File: config.mk
export PLATFORM = sky130hd
export DESIGN_NAME = tick_wavegen
export DESIGN_NICKNAME = d
export VERILOG_FILES = /design/src/rtl/wg_pkg.sv /design/src/rtl/wg_dur_latch.sv /design/src/rtl/wg_phase_count.sv /design/src/rtl/wg_phase_ctrl.sv /design/src/rtl/tick_wavegen.sv
export SDC_FILE = /design/constraint.sdc
export NUM_CORES = 1
export LEC_CHECK = 0
export BUFFER_PORTS_ARGS = -buffer_cell sky130_fd_sc_hd__buf_2
export CAP_MARGIN = 15
export CORE_MARGIN = 1.5
export CORE_UTILIZATION = 37
export CTS_BUF_LIST = sky130_fd_sc_hd__clkbuf_16
export CTS_CLUSTER_SIZE = 20
export DETAILED_ROUTE_END_ITERATION = 10
export GPL_ROUTABILITY_DRIVEN = 1
export PLACE_DENSITY_LB_ADDON = 0.15
export SYNTH_ARGS = -nofsm -noshare
export SYNTH_HDL_FRONTEND = slang
export SYNTH_SLANG_ARGS = --single-unit
File: constraint.sdc
create_clock -name clk -period 4.9 [get_ports clk]
set_input_delay 0.245 -clock clk [delete_from_list [all_inputs] [get_ports clk]]
set_output_delay 0.245 -clock clk [all_outputs]
set_load 0.05 [all_outputs]
File: src/rtl/wg_pkg.sv
package wg_pkg;
  typedef enum logic [1:0] {
    PH_LEAD = 2'd0,
    PH_HIGH = 2'd1,
    PH_LOW  = 2'd2
  } phase_e;

  localparam int NUM_DUR = 3;
endpackage

File: src/rtl/wg_dur_latch.sv
module wg_dur_latch #(
  parameter int W = 32
) (
  input  logic         clk,
  input  logic         rst,
  input  logic [W-1:0] raw,
  output logic [W-1:0] len,
  output logic         inf
);
  localparam logic [W-1:0] ALL_ONES = '1;
  localparam logic [W-1:0] MAX_POS  = {1'b0, {(W-1){1'b1}}};
  localparam logic [W-1:0] ONE      = W'(1);

  // Settings are captured only while reset is held.
  always_ff @(posedge clk) begin
    if (rst) begin
      inf <= (raw == ALL_ONES) || (raw == MAX_POS);
      len <= ($signed(raw) < $signed(ONE)) ? ONE : raw;
    end
  end
endmodule

File: src/rtl/wg_phase_count.sv
module wg_phase_count #(
  parameter int W = 32
) (
  input  logic         clk,
  input  logic         rst,
  input  logic         tick,
  input  logic         hold,
  input  logic [W-1:0] limit,
  output logic         expire
);
  logic [W-1:0] count;
  logic [W-1:0] count_nxt;

  always_comb begin
    count_nxt = count + W'(1);
    expire    = tick && !hold && (count_nxt == limit);
  end

  // An infinite phase freezes the counter, so it can never wrap.
  always_ff @(posedge clk) begin
    if (rst) begin
      count <= '0;
    end else if (tick && !hold) begin
      count <= expire ? '0 : count_nxt;
    end
  end
endmodule

File: src/rtl/wg_phase_ctrl.sv
module wg_phase_ctrl
  import wg_pkg::*;
#(
  parameter int W = 32
) (
  input  logic         clk,
  input  logic         rst,
  input  logic         start_low,
  input  logic         expire,
  input  logic [W-1:0] len_first,
  input  logic [W-1:0] len_high,
  input  logic [W-1:0] len_low,
  input  logic         inf_first,
  input  logic         inf_high,
  input  logic         inf_low,
  output logic         level,
  output logic [W-1:0] cur_len,
  output logic         cur_inf
);
  phase_e phase;

  always_comb begin
    unique case (phase)
      PH_HIGH: begin cur_len = len_high;  cur_inf = inf_high;  end
      PH_LOW:  begin cur_len = len_low;   cur_inf = inf_low;   end
      default: begin cur_len = len_first; cur_inf = inf_first; end
    endcase
  end

  always_ff @(posedge clk) begin
    if (rst) begin
      phase <= PH_LEAD;
      level <= !start_low;
    end else if (expire) begin
      level <= !level;
      phase <= level ? PH_LOW : PH_HIGH;
    end
  end
endmodule

File: src/rtl/tick_wavegen.sv
module tick_wavegen
  import wg_pkg::*;
#(
  parameter int W = 32
) (
  input  logic         clk,
  input  logic         rst,
  input  logic         tick_en,
  input  logic [W-1:0] cfg_first,
  input  logic [W-1:0] cfg_high,
  input  logic [W-1:0] cfg_low,
  input  logic         cfg_start_low,
  output logic         wave_out,
  output logic         parked
);
  logic [W-1:0] raw_dur [NUM_DUR];
  logic [W-1:0] len_dur [NUM_DUR];
  logic         inf_dur [NUM_DUR];
  logic [W-1:0] cur_len;
  logic         cur_inf;
  logic         expire;

  // Index 0: lead delay, 1: high phase, 2: low phase (matches phase_e).
  assign raw_dur[0] = cfg_first;
  assign raw_dur[1] = cfg_high;
  assign raw_dur[2] = cfg_low;

  for (genvar gi = 0; gi < NUM_DUR; gi++) begin : g_dur
    wg_dur_latch #(.W(W)) u_latch (
      .clk (clk),
      .rst (rst),
      .raw (raw_dur[gi]),
      .len (len_dur[gi]),
      .inf (inf_dur[gi])
    );
  end

  wg_phase_count #(.W(W)) u_count (
    .clk    (clk),
    .rst    (rst),
    .tick   (tick_en),
    .hold   (cur_inf),
    .limit  (cur_len),
    .expire (expire)
  );

  wg_phase_ctrl #(.W(W)) u_ctrl (
    .clk       (clk),
    .rst       (rst),
    .start_low (cfg_start_low),
    .expire    (expire),
    .len_first (len_dur[0]),
    .len_high  (len_dur[1]),
    .len_low   (len_dur[2]),
    .inf_first (inf_dur[0]),
    .inf_high  (inf_dur[1]),
    .inf_low   (inf_dur[2]),
    .level     (wave_out),
    .cur_len   (cur_len),
    .cur_inf   (cur_inf)
  );

  assign parked = cur_inf;
endmodule

### Word-level counts from Yosys, hierarchy flattened

Cells that the tools add are included.

| word-level totals | value |
|---|---|
| register bits after elaboration | 134 |
| latch bits | 0 |
| bits in writable memories | 0 |
| memory bits (read-only) | 0 |
| input port bits | 100 |
| output and inout bits | 2 |
| logic and storage cells | 37 |
| memories | 0 |

| operators by class | value |
|---|---|
| add/subtract/negate cells | 1 |
| multiply operators | 0 |
| divide/modulo/power cells | 0 |
| magnitude comparators | 3 |
| equality and inequality tests | 9 |
| shift operators | 0 |
| mux-type cells | 6 |
| bitwise logic cells | 0 |
| reduce and logical (&&, ||, !) cells | 9 |

Operator list:

| operator | count |
|---|---|
| $eq A32 B31 Y1 const B | 3 |
| $eq A32 B32 Y1 const B | 3 |
| $lt A32 B2 Y1 const B | 3 |
| $pmux W32 S2 | 1 |
| $add A32 B1 Y32 const B | 1 |
| $eq A32 B32 Y1 | 1 |
| $mux W32 | 1 |
| $logic_not A1 Y1 | 3 |
| $logic_or A1 B1 Y1 | 3 |
| $eq A2 B1 Y1 const B | 1 |
| $eq A2 B2 Y1 const B | 1 |
| $logic_and A1 B1 Y1 | 2 |
| $mux W1 | 2 |
| $mux W2 | 1 |
| $pmux W1 S2 | 1 |
| $reduce_bool A2 Y1 | 1 |

### Logic depth before layout (Yosys ltp)

Gate-level depths: netlist (run 1).

| depth | value |
|---|---|
| depth after elaboration | 7 |
| gate-level depth with buffers | 16 |
| gate-level depth less buffers | 11 |

### By module

A second synthesis (run 1) with hierarchy kept.

| unflattened totals | value |
|---|---|
| cells, all modules | 759 |
| area total of the unflattened synthesis | 7,927.6 µm² |

Modules (own cells, without submodules):

| module | instances | cells an instance | area an instance (µm²) | sequential area each (µm²) |
|---|---|---|---|---|
| wg_dur_latch | 3 | 89 | 1,345.0 | 991.0 |
| wg_phase_count | 1 | 365 | 2,785.2 | 640.6 |
| wg_phase_ctrl | 1 | 127 | 1,107.3 | 70.1 |

### Least setup slack after synthesis (run 1)

OpenSTA, ideal clock, no wires.

| timing path | value |
|---|---|
| kind | flip-flop to flip-flop |
| start point | register u_ctrl.phase[1] |
| end point | register u_ctrl.level (enable) |
| setup time | 0.246 ns |
| arrival time | 3.368 ns |
| required time | 4.654 ns |
| path slack | 1.286 ns |
| cell stages (with the launch flop) | 14 |
| buffers on the path | 3 |
| clock period less this slack | 3.614 ns |
| cell sequence | dfxtp_1 inv_1 ha_1 clkbuf_1 a22oi_1 o21ai_0 or2_2 clkbuf_1 nor2_1 nand4_1 nor4_1 nand4_1 nand2b_1 buf_4 |

| between the ends | value |
|---|---|
| cells in the longest elaborated chain, start to end | 6 |
| elaborated cells between the ends (all ways) | 9 |
| classes of those cells | eq/ne (3); mux (2); reduce/logical (4) |

RTL lines:

| element | line | source |
|---|---|---|
| start, declared | wg_phase_ctrl.sv:20 | `phase_e phase;` |
| start signal, assigned | wg_phase_ctrl.sv:36 | `phase <= level ? PH_LOW : PH_HIGH;` |
| $eq A2 B2 Y1 / $eq A2 B1 Y1 (equally long branches) | wg_phase_ctrl.sv:23 | `unique case (phase)` |
| $pmux W1 S2 (*) | wg_phase_ctrl.sv:23 |  |
| via parked | tick_wavegen.sv:14 | `output logic parked` |
| $logic_not A1 Y1 (*) | wg_phase_count.sv:16 | `expire = tick && !hold && (count_nxt == limit);` |
| $logic_and A1 B1 Y1 (*) (2 in series) | wg_phase_count.sv:16 |  |
| $reduce_bool A2 Y1 (no source line) (*) | -- |  |
| end signal, assigned | wg_phase_ctrl.sv:33 | `level <= !start_low;` |
| end signal, assigned | wg_phase_ctrl.sv:35 | `level <= !level;` |
| end, declared | wg_phase_ctrl.sv:16 | `output logic level,` |

Mark *: on every way through the listed nets, which the timed path passes. The rest lies on a longest branch.
A chain may end at the register's enable or synchronous reset.

### Final worst setup path (run 1)

| timing path | value |
|---|---|
| start point | register u_ctrl.phase[0] |
| end point | register u_ctrl.level (enable) |

| between the ends | value |
|---|---|
| cells in the longest elaborated chain, start to end | 6 |
| elaborated cells between the ends (all ways) | 9 |
| classes of those cells | eq/ne (3); mux (2); reduce/logical (4) |

RTL lines:

| element | line |
|---|---|
| branches (longest 4 deep; another with $pmux W32 S2) | -- |
| $logic_and A1 B1 Y1 (*) | wg_phase_count.sv:16 |
| $reduce_bool A2 Y1 (no source line) (*) | -- |

Mark *: on every way between the ends.

==> qor.csv, run 1 <==
stage,metric,value,unit
global_route,grt_max_degree,59,
hold_path,timing.hold.worst.class,input port to flip-flop,
clock_network,htreeDepth,4,
critical_path,cp_slowest_cell,sky130_fd_sc_hd__ha_1,
finish,n_antenna_cell,0,
synth,synthesis.area,7210,sq um
synth,ys.flop_type,sky130_fd_sc_hd__edfxtp_1,
critical_path,worst_path_cell_chain,"inv_1, ha_1, inv_1, a211oi_1, o21ai_0, a2111oi_0, o22ai_1, a211oi_1, nand4_1, nand2b_1, buf_4",
critical_path,timing.critical_path.to_type,flip-flop,
die,effective_utilization_at_floorplan,0.382,
clock_network,tritoncts_clock_tree,done,
timing,timing_max_transition_violations_final,0,
clock_network,post-cts-setup-buffers,0,
synth,post_synth.cell_area_avg,10.2,sq um
global_route,grt_pass1_wl,29900,um
synth,synth-compound-area-share,0.0949,
synth,postSynthCellCount,708,
clock_network,clock-root-buffer,sky130_fd_sc_hd__clkbuf_16,
critical_path,critical_path_buf_inv_count,3,
critical_path,worstSetupStartpoint,u_ctrl.phase[0],
timing,post_route_minimum_period,3990,ps
timing,timing.final.setup_violations,0,
run,cap_violations,0,
clock_network,cts_max_path_buffers,2,
timing,grt_setup_unrepaired,no,
critical_path,start_kind,flip-flop,
route,routed_via_density,5.29,
route,ant_nets,0,
critical_path,worst_r2r_endpoint,u_ctrl.level,
power,p_leak,3.06,nW
timing,setup_ws,913,ps
synth,synthSimpleGateAreaFrac,0.274,
critical_path,cp.arrival,4080,ps
die,floorplan.die.height,143,um
clock_network,cts_sinks,134,
die,die_w,143,um
critical_path,crit_required,4990,ps
clock_network,quantity_of_hold_fixing_buffers_added_after_cts,0,
hold_path,worst_hold_path.num_cells,2,
route,total_via_count_in_the_routed_design,5686,
place,detailedPlacementHpwl,14100,um
clock_network,cts_made_buffers,17,
power,worst_ir_drop_vdd,0.227,mV
die,core.rowCount,50,
route,dr.first_iter.drc_count,437,
power,total_power,2.77,mW
timing,final_min_period_over_clock_period,0.814,
clock_network,cts-resized-gates,0,
clock_network,source_to_sink_clock_delay_at_the_later_pin_of_the_worst_skew_pair,430,ps
critical_path,worst_setup_path_class,flip-flop to flip-flop,
die,dieArea,20300,sq um
route,drt-total-wl,18600,um
outcome,outcome,completed,
timing,timing.fmax,251,MHz
timing,hold_violations,0,
synth,synth_fa_ha_area_frac,0.00520,
finish,final_layout_size_suffix_gt1_frac,0.183,
hold_path,hold_path_startpoint,cfg_low[14],
global_route,grt.total_usage,0.192,
route,avgRoutedWirePerCell,17.3,um
timing,tightestPinTransition,1020,ps
finish,design_area,8550,sq um
finish,synthToLayoutAreaGrowth,18.6,%
timing,worst_slew_margin_relative_to_its_limit,0.321,
place,place_worst_setup_slack,910,ps
global_route,first_global_vias,5615,
synth,yosysUniqueCellTypes,55,
critical_path,critPathMaxFanout,31,
synth,synth_warnings,0,
finish,most-common-layout-cells,"sky130_fd_sc_hd__edfxtp_1, sky130_fd_sc_hd__buf_2, sky130_fd_sc_hd__and2_1",
synth,synth_async_sr_flop_share,0,
synth,synth-seq-cells,134,
synth,seq_area_frac_synth,0.511,
hold_path,hold-path-endpoint,g_dur[2].u_latch.len[14],
timing,setup-tns-final,0,ps
place,gp_congestion,0.886,
synth,synth.mux.area_fraction,0.00555,
place,placedInstanceArea,7960,sq um
die,area_of_the_core,18900,sq um
critical_path,timing.critical_path.max_delay_family,compound AO/OA/AOI/OAI gates,
synth,synth_edf_count,100,
critical_path,reg2regPathDepth,11,
global_route,grt_overflow_total,0,
die,ios,102,
finish,final_net_count,905,
clock_network,path_clk_slew,70,ps
global_route,antenna_found_initial,0,
power,pwr_density_cell,324,nW/um^2
critical_path,worst_path_largest_cell_delay,740,ps
synth,synthXorXnorAreaFrac,0.0838,
place,port_buffers,101,
synth,synth_top_family_by_area,simple AND/OR/NAND/NOR gates,
critical_path,r2r-start,u_ctrl.phase[0],
critical_path,r2r_slack,910,ps
route,detailedRoute.firstPassIterationCount,5,
timing,finalClockSkew,13.8,ps
route,residual_drc_count,0,
## routing by layer
layer / track usage / part of all wire / up-vias
met5: 0 / 0 / -
met4: 0.0624 / 0.019 / 0
met3: 0.0302 / 0.042 / 26
met2: 0.307 / 0.47 / 163
met1: 0.267 / 0.47 / 2690
li1: - / - / 2807
## worst max-delay path by stage
stage | end | slack [ps] | cells past startpoint
after floorplan | u_ctrl.level | 1290 | 13
after global placement | u_ctrl.level | 1010 | 11
final | u_ctrl.level | 910 | 11
after CTS | u_ctrl.level | 900 | 11
after detailed placement | u_ctrl.level | 910 | 11
after global routing | u_ctrl.level | 460 | 11
## synth_stat cells, drive strengths merged (7+ instances only)
| master | n | area (sq um) |
|---|---|---|
| and2 | 88 | 551 |
| xor2 | 36 | 315 |
| nand2 | 58 | 218 |
| a221o | 9 | 90.1 |
| nand4 | 39 | 244 |
| a21oi | 8 | 40.0 |
| and3 | 11 | 68.8 |
| dfxtp | 34 | 681 |
| a22oi | 23 | 173 |
| edfxtp | 100 | 3000 |
| a211oi | 8 | 65.1 |
| nor3 | 16 | 85.1 |
| nor2b | 13 | 81.3 |
| clkbuf | 20 | 76.3 |
| xnor2 | 33 | 289 |
| o21ai | 34 | 170 |
| buf | 17 | 88.8 |
| or3 | 7 | 43.8 |
| nand3 | 20 | 105 |
| nor2 | 51 | 191 |
| nor4 | 31 | 215 |
## flip-flops by register name, indices dropped and copies added (netlist names)
register / count
g_dur.u_latch.inf: 3
g_dur.u_latch.len: 96
u_count.count: 32
u_ctrl.level: 1
u_ctrl.phase: 2
## kinds of logic (layout without fill, tap and decap cells)
| family | after synthesis | count (layout) |
|---|---|---|
| and+or+nand+nor | 356 | 356 |
| AOI/OAI and AO/OA | 99 | 99 |
| other | 1 | 3 |
| DFF | 134 | 134 |
| adders and majority gates | 3 | 3 |
| xor gates and xnor gates | 69 | 69 |
| buffers and inverters | 42 | 147 |
| muxes | 4 | 4 |
## metrics by stage
step	cells	hold slack, ps	utilization
after floorplan	710	314	-
after global placement	1042	469	0.421
after detailed placement	1042	483	0.421
after CTS	1074	109	0.452
after global routing	1075	120	0.453
final	1075	124	0.453
## cell type report
type / instances / area [sq um]
multi-input combinational: 534 / 3350
tap: 260 / 325
timing repair buffer: 110 / 592
clock inverter: 15 / 155
fill: 1834 / 10300
clock buffer: 17 / 425
inverter: 5 / 18.8
sequential: 134 / 3680
## report_power, final
part / leakage (nW) / internal [mW] / switching [mW] / total [mW]
registers: 1.24 / 1.29 / 0.0218 / 1.32
logic: 1.53 / 0.0876 / 0.123 / 0.211
clock network: 0.288 / 0.681 / 0.567 / 1.25
total: 3.06 / 2.06 / 0.712 / 2.77
(Power assumes the default switching activity.)
==> inputs of run 2 (changes only) <==
--- a/config.mk
+++ b/config.mk
@@ -5,6 +5,7 @@
 export SDC_FILE = /design/constraint.sdc
 export NUM_CORES = 1
 export LEC_CHECK = 0
+export ABC_AREA = 1
 export BUFFER_PORTS_ARGS = -buffer_cell sky130_fd_sc_hd__buf_2
 export CAP_MARGIN = 15
 export CORE_MARGIN = 1.5
==> constraint.sdc (replaced) <==
create_clock -name clk -period 4.1 [get_ports clk]
set_input_delay 0.205 -clock clk [delete_from_list [all_inputs] [get_ports clk]]
set_output_delay 0.205 -clock clk [all_outputs]
set_load 0.05 [all_outputs]
==> qor.csv, run 2 <==
stage,metric,value,unit,change
outcome,outcome,completed,,
route,dr.first_iter.drc_count,446,,+2.1%
finish,layout_top_registers,"g_dur.u_latch.len (96), u_count.count (32), g_dur.u_latch.inf (3)",,
finish,synthToLayoutAreaGrowth,17.4,%,
run,cap_violations,0,,unchanged
place,gp_congestion,0.870,,-1.8%
clock_network,htreeDepth,4,,unchanged
critical_path,worstSetupStartpoint,u_ctrl.phase[0],,
die,dieArea,22700,sq um,+12%
finish,stdcell_count,1529,,+42%
route,routed_via_density,4.83,,-8.7%
clock_network,clock-root-buffer,sky130_fd_sc_hd__clkbuf_16,,
clock_network,tritoncts_clock_tree,done,,
critical_path,cp.arrival,3510,ps,-570 ps
route,detailedRoute.firstPassIterationCount,5,,unchanged
finish,most-common-layout-cells,"sky130_fd_sc_hd__nand2_1, sky130_fd_sc_hd__nor2_1, sky130_fd_sc_hd__inv_1",,
die,core.rowCount,53,,+6.0%
clock_network,cts_max_path_buffers,2,,unchanged
synth,top_cell_type_s_share_of_synthesized_area,0.372,,-0.0438
synth,synth_top_cells_by_area,"sky130_fd_sc_hd__edfxtp_1, sky130_fd_sc_hd__nand2_1, sky130_fd_sc_hd__nor2_1",,
route,drt-total-wl,22100,um,+19%
global_route,grt.total_usage,0.204,,+0.0116
critical_path,crit_required,4220,ps,-770 ps
route,residual_drc_count,0,,unchanged
die,effective_utilization_at_floorplan,0.380,,-0.00190
route,avgRoutedWirePerCell,14.5,um,-17%
critical_path,r2r-start,u_ctrl.phase[0],,
synth,synth.most_common_cell,sky130_fd_sc_hd__nand2_1,,
power,pwr_density_cell,372,nW/um^2,+15%
clock_network,cts_sinks,134,,unchanged
timing,grt_setup_unrepaired,no,,
global_route,grt_max_degree,63,,+6.8%
place,place.detailed.instances,1497,,+44%
critical_path,cp_slowest_cell,sky130_fd_sc_hd__ha_1,,
timing,finalClockSkew,13.2,ps,-0.617 ps
die,ios,102,,unchanged
route,detailroute.wirelength.met3,960,um,+24%
place,port_buffers,101,,unchanged
route,drt-met1-wl,10800,um,+24%
synth,post_synth.cell_area_avg,7.03,sq um,-31%
hold_path,hold-path-endpoint,g_dur[1].u_latch.len[0],,
synth,synth-seq-cells,134,,unchanged
synth,synth_edf_count,100,,unchanged
finish,largest_reg_flops,96,,unchanged
clock_network,cts_made_buffers,17,,unchanged
clock_network,path_clk_slew,60,ps,about the same
hold_path,timing.hold.worst.class,input port to flip-flop,,
place,place_worst_setup_slack,738,ps,-172 ps
finish,final_layout_size_suffix_gt1_frac,0.134,,-0.0489
power,p_leak,4.11,nW,+34%
clock_network,cts-resized-gates,0,,unchanged
finish,fillers,2196,,+20%
place,detailedPlacementHpwl,16800,um,+19%
finish,n_antenna_cell,0,,unchanged
critical_path,reg2regPathDepth,12,,+1
critical_path,critPathMaxFanout,34,,+9.7%
timing,worst_slew_margin_relative_to_its_limit,0.275,,-0.0455
clock_network,post-cts-setup-buffers,0,,unchanged
timing,setup-tns-final,0,ps,unchanged
die,area_of_the_core,21200,sq um,+12%
critical_path,critical_path.most_common_cell,sky130_fd_sc_hd__nand2_1,,
hold_path,worst_hold_path.num_cells,3,,+1
synth,synth_warnings,0,,unchanged
synth,yosysUniqueCellTypes,31,,-44%
timing,timing.fmax,295,MHz,+18%
finish,mostFrequentLayoutCell,sky130_fd_sc_hd__nand2_1,,
critical_path,worst_path_cell_chain,"inv_1, ha_1, a22o_1, a21boi_0, inv_1, nand2_1, nand2_1, nor2_1, nand2_1, nor2_2, nand3_4, nand2_1",,
route,ant_nets,0,,unchanged
critical_path,start_kind,flip-flop,,
critical_path,worst_setup_path_class,flip-flop to flip-flop,,
finish,biggest_register,g_dur.u_latch.len,,
timing,timing_max_transition_violations_final,0,,unchanged
critical_path,worst_r2r_endpoint,u_ctrl.level,,
synth,synthesis.area,8060,sq um,+12%
clock_network,source_to_sink_clock_delay_at_the_later_pin_of_the_worst_skew_pair,420,ps,about the same
route,detailroute.wirelength.met2,9940,um,+14%
die,die_w,151,um,+5.6%
timing,setup_ws,710,ps,-203 ps
synth,ys.flop_type,sky130_fd_sc_hd__edfxtp_1,,
timing,hold_violations,0,,unchanged
clock_network,quantity_of_hold_fixing_buffers_added_after_cts,0,,unchanged
synth,synth_area_leader_cell,sky130_fd_sc_hd__edfxtp_1,,
global_route,first_global_vias,6785,,+21%
route,topRoutingLayerUsed,met4,,
timing,timing.final.setup_violations,0,,unchanged
synth,seq_area_frac_synth,0.457,,-0.0537
timing,post_route_minimum_period,3390,ps,-597 ps
power,worst_ir_drop_vdd,0.259,mV,+14%
critical_path,worst_path_largest_cell_delay,560,ps,-180 ps
synth,synth_async_sr_flop_share,0,,unchanged
die,floorplan.die.height,151,um,+5.6%
global_route,grt_overflow_total,0,,unchanged
critical_path,r2r_slack,710,ps,-200 ps
synth,yosys-top-cells-count,"sky130_fd_sc_hd__nand2_1, sky130_fd_sc_hd__nor2_1, sky130_fd_sc_hd__inv_1, sky130_fd_sc_hd__edfxtp_1, sky130_fd_sc_hd__nand3_1",,
route,total_via_count_in_the_routed_design,7383,,+30%
timing,tightestPinTransition,1090,ps,+71.9 ps
finish,final_net_count,1344,,+49%
global_route,antenna_found_initial,0,,unchanged
critical_path,timing.critical_path.to_type,flip-flop,,
timing,final_min_period_over_clock_period,0.827,,+0.0132
synth,postSynthCellCount,1147,,+62%
global_route,grt_pass1_wl,35200,um,+18%
hold_path,hold_path_startpoint,cfg_high[0],,
[run 2: changes by cell type after synthesis, moves of 11 or more]
cell and change:
sky130_fd_sc_hd__nor2b_1 -13, sky130_fd_sc_hd__a22o_1 +11, sky130_fd_sc_hd__and3_1 -11, sky130_fd_sc_hd__o21ai_0 -15, sky130_fd_sc_hd__xnor2_1 -30, sky130_fd_sc_hd__nand2_1 +305
sky130_fd_sc_hd__nand4_1 -21, sky130_fd_sc_hd__inv_1 +175, sky130_fd_sc_hd__a22oi_1 -23, sky130_fd_sc_hd__nor2_1 +133, sky130_fd_sc_hd__a21oi_1 +46, sky130_fd_sc_hd__xor2_1 -35
sky130_fd_sc_hd__nand3_1 +41, sky130_fd_sc_hd__and2_1 -87
[run 2: kinds of logic (layout without fill, tap and decap cells)]
kind of cell             Yosys count  count (layout)  synth area share
flip-flops                       134             134             0.457
AND/OR/NAND/NOR                  699             699             0.367
adder cells (fa/ha/maj)            3               3           0.00466
buffers and inverters            218             323             0.106
AO/OA/AOI/OAI                     88              88            0.0604
other                              1               3          0.000465
XOR/XNOR                           4               4           0.00435
[run 2: area by class of cell]
class                      instances  area, sq um  area share
sequential                       134         3680       0.389
multi-input combinational        797         3530       0.373
inverter                         182          683      0.0722
timing repair buffer             109          581      0.0613
clock buffer                      17          425      0.0449
tap                              275          344      0.0364
clock inverter                    15          215      0.0227
[run 2: worst max-delay path, delay by kind of cell, from the launching register on]
kind / cells / cell delay (ps)
AO/OA/AOI/OAI: 2 / 840
AND/OR/NAND/NOR: 7 / 1180
flip-flops: 1 / 340
buffers and inverters: 2 / 150
adder cells (fa/ha/maj): 1 / 560
[run 2: metrics by stage]
| step | util | hold slack (ps) | cell area, sq um | power (mW) |
|---|---|---|---|---|
| after floorplan | - | 317 | 8070 | 1.74 |
| after global placement | 0.416 | 476 | 8820 | 1.88 |
| after detailed placement | 0.416 | 474 | 8820 | 1.88 |
| after CTS | 0.446 | 73.6 | 9470 | 3.55 |
| after global routing | 0.446 | 82.0 | 9470 | 3.64 |
| final | 0.446 | 89.9 | 9470 | 3.52 |
[run 2: routing by layer]
layer | track usage | vias to the layer above
li1 | - | 3832
met1 | 0.290 | 3334
met2 | 0.320 | 199
met3 | 0.0327 | 18
met4 | 0.0563 | 0
met5 | 0 | -
[run 2: how the worst max path moves through the flow]
| stage | endpoint | slack, ps | cells past startpoint |
|---|---|---|---|
| global route | u_ctrl.level | 390 | 15 |
| detailed placement | u_ctrl.level | 740 | 12 |
| CTS | u_ctrl.level | 720 | 12 |
| floorplan | u_ctrl.level | 1470 | 16 |
| global placement | u_ctrl.level | 720 | 12 |
| finish | u_ctrl.level | 710 | 12 |
[run 2: power by group]
group | internal (mW) | switching (mW)
logic | 0.0970 | 0.179
clock network | 1.04 | 0.632
registers | 1.55 | 0.0275
